### config.mk
export PLATFORM = sky130hd
export DESIGN_NAME = zt_sram
export DESIGN_NICKNAME = d
export VERILOG_FILES = /design/src/rtl/zt_pkg.sv /design/src/rtl/zt_burst.sv /design/src/rtl/zt_store.sv /design/src/rtl/zt_sram.sv
export SDC_FILE = /design/constraint.sdc
export NUM_CORES = 2
export LEC_CHECK = 0
export ABC_AREA = 1
export ABC_CLOCK_PERIOD_IN_PS = 4750
export BUFFER_PORTS_ARGS = -buffer_cell sky130_fd_sc_hd__buf_4
export CAP_MARGIN = 15
export CORE_MARGIN = 8
export CORE_UTILIZATION = 53
export CTS_BUF_LIST = sky130_fd_sc_hd__clkbuf_4 sky130_fd_sc_hd__clkbuf_8
export CTS_CLUSTER_DIAMETER = 100
export CTS_CLUSTER_SIZE = 16
export DETAILED_ROUTE_END_ITERATION = 10
export PLACE_DENSITY = 0.68
export SYNTH_ARGS = -nofsm -noshare
export SYNTH_HDL_FRONTEND = slang
export SYNTH_SLANG_ARGS = --single-unit
### constraint.sdc
create_clock -name clk -period 4.75 [get_ports clk]
set_input_delay 1.425 -clock clk [delete_from_list [all_inputs] [get_ports clk]]
set_output_delay 1.425 -clock clk [all_outputs]
set_load 0.005 [all_outputs]
### src/rtl/zt_pkg.sv
package zt_pkg;
    typedef enum logic [1:0] {
        OP_IDLE  = 2'd0,
        OP_READ  = 2'd1,
        OP_WRITE = 2'd2
    } op_e;
endpackage

### src/rtl/zt_burst.sv
// Next burst address: keeps the upper bits and steps the low CW bits
// either by wrapping addition or by XOR with the beat count.
module zt_burst #(
    parameter int AW = 6,
    parameter int CW = 2
) (
    input  logic [AW-1:0] cur_addr,
    input  logic [CW-1:0] base_lo,
    input  logic [CW-1:0] beat,
    input  logic          interleave,
    output logic [AW-1:0] nxt_addr
);
    logic [CW-1:0] lo_lin;
    logic [CW-1:0] lo_ilv;

    always_comb begin
        lo_lin   = base_lo + beat;
        lo_ilv   = base_lo ^ beat;
        nxt_addr = {cur_addr[AW-1:CW], (interleave ? lo_ilv : lo_lin)};
    end
endmodule

### src/rtl/zt_store.sv
// Word array with a one-entry late-write register and a per-lane read bypass.
module zt_store #(
    parameter int AW     = 6,
    parameter int LANES  = 2,
    parameter int LANE_W = 9
) (
    input  logic                    clk,
    input  logic                    rst_n,
    input  logic                    cap_en,
    input  logic [AW-1:0]           cap_addr,
    input  logic [LANES*LANE_W-1:0] cap_data,
    input  logic [LANES-1:0]        cap_lanes,
    input  logic [AW-1:0]           rd_addr,
    output logic [LANES*LANE_W-1:0] rd_data
);
    localparam int DEPTH = 1 << AW;
    localparam int DW    = LANES * LANE_W;

    typedef struct packed {
        logic             vld;
        logic [AW-1:0]    addr;
        logic [DW-1:0]    data;
        logic [LANES-1:0] lanes;
    } pend_t;

    pend_t         pend_d, pend_q;
    logic [DW-1:0] mem_q [DEPTH];
    logic          hit;

    always_comb begin
        pend_d = pend_q;
        if (cap_en) begin
            pend_d.vld   = 1'b1;
            pend_d.addr  = cap_addr;
            pend_d.data  = cap_data;
            pend_d.lanes = cap_lanes;
        end
    end

    always_ff @(posedge clk) begin
        if (!rst_n) begin
            pend_q <= '0;
            for (int i = 0; i < DEPTH; i++) begin
                mem_q[i] <= '0;
            end
        end else begin
            pend_q <= pend_d;
            if (cap_en && pend_q.vld) begin
                for (int l = 0; l < LANES; l++) begin
                    if (pend_q.lanes[l]) begin
                        mem_q[pend_q.addr][l*LANE_W +: LANE_W] <= pend_q.data[l*LANE_W +: LANE_W];
                    end
                end
            end
        end
    end

    assign hit = pend_q.vld && (pend_q.addr == rd_addr);

    for (genvar g = 0; g < LANES; g++) begin : g_lane
        assign rd_data[g*LANE_W +: LANE_W] = (hit && pend_q.lanes[g])
                                           ? pend_q.data[g*LANE_W +: LANE_W]
                                           : mem_q[rd_addr][g*LANE_W +: LANE_W];
    end
endmodule

### src/rtl/zt_sram.sv
module zt_sram #(
    parameter int AW     = 6,
    parameter int LANES  = 2,
    parameter int LANE_W = 9,
    parameter int CW     = 2
) (
    input  logic                    clk,
    input  logic                    rst_n,
    input  logic                    clk_en_n,
    input  logic                    sleep,
    input  logic                    ce_a_n,
    input  logic                    ce_b,
    input  logic                    ce_c_n,
    input  logic                    advance,
    input  logic                    we_n,
    input  logic [LANES-1:0]        lane_we_n,
    input  logic                    interleave,
    input  logic                    oe_n,
    input  logic [AW-1:0]           addr,
    input  logic [LANES*LANE_W-1:0] wdata,
    output logic [LANES*LANE_W-1:0] rdata,
    output logic                    rdata_oe
);
    import zt_pkg::*;

    localparam int DW = LANES * LANE_W;

    typedef struct packed {
        op_e              op;
        logic [AW-1:0]    addr;
        logic [CW-1:0]    base;
        logic [CW-1:0]    beat;
        logic [LANES-1:0] lanes;
    } cyc_t;

    cyc_t          st_d, st_q;
    logic          chip_sel;
    logic          cap_en;
    logic [CW-1:0] beat_inc;
    logic [AW-1:0] burst_addr;
    logic [DW-1:0] arr_rd;

    assign chip_sel = !ce_a_n && ce_b && !ce_c_n;
    assign beat_inc = st_q.beat + 1'b1;

    zt_burst #(.AW(AW), .CW(CW)) u_burst (
        .cur_addr   (st_q.addr),
        .base_lo    (st_q.base),
        .beat       (beat_inc),
        .interleave (interleave),
        .nxt_addr   (burst_addr)
    );

    always_comb begin
        st_d   = st_q;
        cap_en = 1'b0;
        if (!clk_en_n) begin
            // data phase of an accepted write completes even during sleep
            cap_en = (st_q.op == OP_WRITE);
            if (sleep) begin
                st_d.op = OP_IDLE;
            end else if (advance) begin
                if (st_q.op != OP_IDLE) begin
                    st_d.beat  = beat_inc;
                    st_d.addr  = burst_addr;
                    st_d.lanes = ~lane_we_n;
                end
            end else if (chip_sel) begin
                st_d.op    = we_n ? OP_READ : OP_WRITE;
                st_d.addr  = addr;
                st_d.base  = addr[CW-1:0];
                st_d.beat  = '0;
                st_d.lanes = ~lane_we_n;
            end else begin
                st_d.op = OP_IDLE;
            end
        end
    end

    always_ff @(posedge clk) begin
        if (!rst_n) begin
            st_q.op    <= OP_IDLE;
            st_q.addr  <= '0;
            st_q.base  <= '0;
            st_q.beat  <= '0;
            st_q.lanes <= '0;
        end else begin
            st_q <= st_d;
        end
    end

    zt_store #(.AW(AW), .LANES(LANES), .LANE_W(LANE_W)) u_store (
        .clk       (clk),
        .rst_n     (rst_n),
        .cap_en    (cap_en),
        .cap_addr  (st_q.addr),
        .cap_data  (wdata),
        .cap_lanes (st_q.lanes),
        .rd_addr   (st_q.addr),
        .rd_data   (arr_rd)
    );

    assign rdata_oe = (st_q.op == OP_READ) && !oe_n && !sleep;
    assign rdata    = rdata_oe ? arr_rd : '0;
endmodule

==> metrics.csv <==
metric,value,unit
outcome,completed,
placed instance area,56200,sq um
Final min period,4.73,ns
R2R Setup Slk,1.21,ns
Area Overhead vs Synth,5.78,%
CP startpoint kind,flop,
# clock sinks,1193,
clock root buffer,clkbuf_8,
WL/cell,22.5,microns
Seq cells post-synth,1193,
crit path max fanout,74,
unrepaired setup endpoints after global routing,yes,
"Net count, final",5626,
layout cell share with drive strength beyond 1,7.31,%
Min-Delay Path Depth,2,
post-synthesis sequential area ratio,64.6,%
largest net degree at the start of global routing,150,
"count leader, synth",nand2_1,
worst hold path class,reg -> reg,
Synth area leader,edfxtp_1,
Mapped Nets,5820,
Worst Skew,0.0562,ns
die area,114000,sq um
Synth Flop Type,edfxtp_1,
clock power share,28.0,%
die width,338,microns
Synth area leaders,"edfxtp_1 63%, nand2_1 12%, nand3_1 9.3%",
crit path from,st_q[6],
antenna violations before repair,1,
std cell rows,118,
"EDFF count, synth",1152,
cts hold-fix bufs,0,
actual slew at the worst max-slew pin,1.16,ns
first-pass GRT wire length,234000,microns
yosys warns,0,
Psw,4.68,mW
drt first pass iters,6,
Post-synth top cells,"1691 x nand2_1, 1195 x nor2_1, 1152 x edfxtp_1",
io pins,56,
sw frac,24.8,%
post-DP HPWL,93600,microns
Vias,41303,
DRC,0,
Clock transition at path regs,0.10,ns
Rel. slew slack,23.0,%
DR iter-0 viols,5395,
crit path kind,reg -> out,
leak pwr,20.8,nW
GPL Wtd Cong,0.889,
vias in the first global route,38569,
grt total ovfl,0,
CP arrival,3.30,ns
"FFs w/ async S/R, synth",0,%
Final Cell Area,58000,sq um
# H-tree levels,3,
Tcrit/Tclk final,99.6,%
final non-filler cell total,7007,
Setup WS post-layout,0.0206,ns
CP endpoint kind,primary output,
final WL,158000,microns
R2R depth,6,
via/cell ratio,5.89,
CTS Buf Count,84,
DIE HEIGHT,338,microns
PortBufs,55,
Final Max Tran Viols,0,
reg2reg end,u_store.mem_q[47][0],
Flop pwr share,63.3,%
peak supply drop,0.000285,V
worst r2r src,u_store.pend_q[20],
library cells used by synthesis,32,
Worst Hold End,st_q[5],
MaxCap Viol Count,0,
Final setup viols,0,
Total Routing Usage GR,26.7,%
total power per unit cell area,325,nW/um^2
"Cell Area, Synth",54800,sq um
Hold Startpoint,st_q[5],
core area,103000,sq um
clock buffer depth,3,
Critical Path RT,3.32,ns
Int Pwr,14.2,mW
synthesized instance count,5782,
Placed Cells,6872,
top cell type's share of synthesized area,63.1,%
post-route ant nets,0,
fmax,211,MHz
Final Hold Fails,0,
Post-Syn Area per Cell,9.48,sq um
combinational share of power,8.7,%
Starting Density,53.2,%
clk_lat worst skew,0.77,ns
CTS tree,done,
Worst Setup Slack post-DPL,0.606,ns
power groups by stage:
| stage | Combinational [mW] | Clock [mW] | Sequential [mW] |
|---|---|---|---|
| after floorplan | 1.01 | 0 | 12.1 |
| after global placement | 1.56 | 0 | 12.2 |
| after detailed placement | 1.58 | 0 | 12.2 |
| after CTS | 1.58 | 5.28 | 11.9 |
| after global routing | 1.76 | 5.62 | 12.0 |
| final | 1.64 | 5.27 | 11.9 |
sequential cells by signal, indices dropped and copies added, names as in the netlist:
name            flops
u_store.mem_q    1152
u_store.pend_q     27
st_q               14
worst max-delay path by stage:
stage / slack [ns] / cells past startpoint / to
after floorplan: 0.85 / 6 / rdata[10]
after global placement: 0.59 / 8 / rdata[9]
after detailed placement: 0.61 / 8 / rdata[10]
after CTS: -0.004 / 12 / rdata[8]
after global routing: -0.02 / 14 / rdata[1]
final: 0.02 / 14 / rdata[1]
through the flow:
step | total power, mW | hold WS (ns) | TNS (ns) | util, %
2_1_floorplan | 13.1 | 0.441 | 0 | -
3_3_place_gp | 13.7 | 0.451 | 0 | 54.5
3_5_place_dp | 13.8 | 0.461 | 0 | 54.5
4_1_cts | 18.8 | 0.476 | -0.00384 | 56.0
5_1_grt | 19.4 | 0.492 | -0.0378 | 56.3
6_report | 18.9 | 0.478 | 0 | 56.3
what timing repair did:
action / 4_1_cts / 5_1_grt
cloned: 1 / 4
buffers inserted: 0 / 5
gates resized for setup: 3 / 28
setup endpoints to repair: 9 / 18
cell usage in the layout (no fill, tap or decap), types with 3 or more instances in the layout:
| cell | n |
|---|---|
| nor2_1 | 1195 |
| clkbuf_8 | 89 |
| clkbuf_4 | 35 |
| nand2_2 | 7 |
| clkbuf_16 | 4 |
| inv_1 | 50 |
| dfxtp_4 | 3 |
| a21oi_1 | 40 |
| dfxtp_1 | 36 |
| inv_2 | 19 |
| nand3_1 | 1003 |
| nor3_4 | 14 |
| buf_12 | 24 |
| clkinv_2 | 18 |
| nand3_2 | 66 |
| nand2_1 | 1689 |
| buf_16 | 5 |
| buf_4 | 111 |
| edfxtp_1 | 1152 |
| o21ai_0 | 37 |
| nor3_2 | 3 |
critical path, stage by stage, from the launching register on:
cell and delay (ns):
dfxtp_4 0.52, buf_4 0.19, buf_4 0.21, clkbuf_16 0.40
nand2_1 0.09, nand3_1 0.10, nand3_1 0.10, nand2_1 0.11
nand2_1 0.06, nand3_1 0.08, nand3_1 0.25, nand3_2 0.20
nand2_1 0.06, inv_1 0.05, buf_4 0.10
cell families (layout without fill, tap and decap cells):
| group | Yosys count | in the layout | share of synthesized area (%) |
|---|---|---|---|
| other | 0 | 1 | 0 |
| buffers and inverters | 520 | 364 | 4.01 |
| flip-flops | 1193 | 1193 | 64.6 |
| XOR/XNOR | 3 | 3 | 0.0479 |
| adder cells (fa/ha/maj) | 1 | 1 | 0.0228 |
| AO/OA/AOI/OAI | 82 | 82 | 0.776 |
| AND/OR/NAND/NOR | 3983 | 3983 | 30.5 |
area by class of cell:
type / count / area (sq um)
diodes: 1 / 2.50
clock buffers: 122 / 1460
clock inverters: 2 / 16.3
fillers: 9085 / 45100
inverters: 92 / 402
multi-input cells: 4069 / 17300
flip-flops and latches: 1193 / 35400
well taps: 1380 / 1730
repair buffers: 148 / 1600
routing by layer:
metal  part of all wire [%]  wire length [microns]  global-route usage (%)
met5                      0                      0                       0
met4                    3.4                   5320                    8.75
met3                     11                  17300                    4.75
met2                     47                  74100                    42.9
met1                     39                  60900                    37.0
Power figures use the tool's default switching activity.
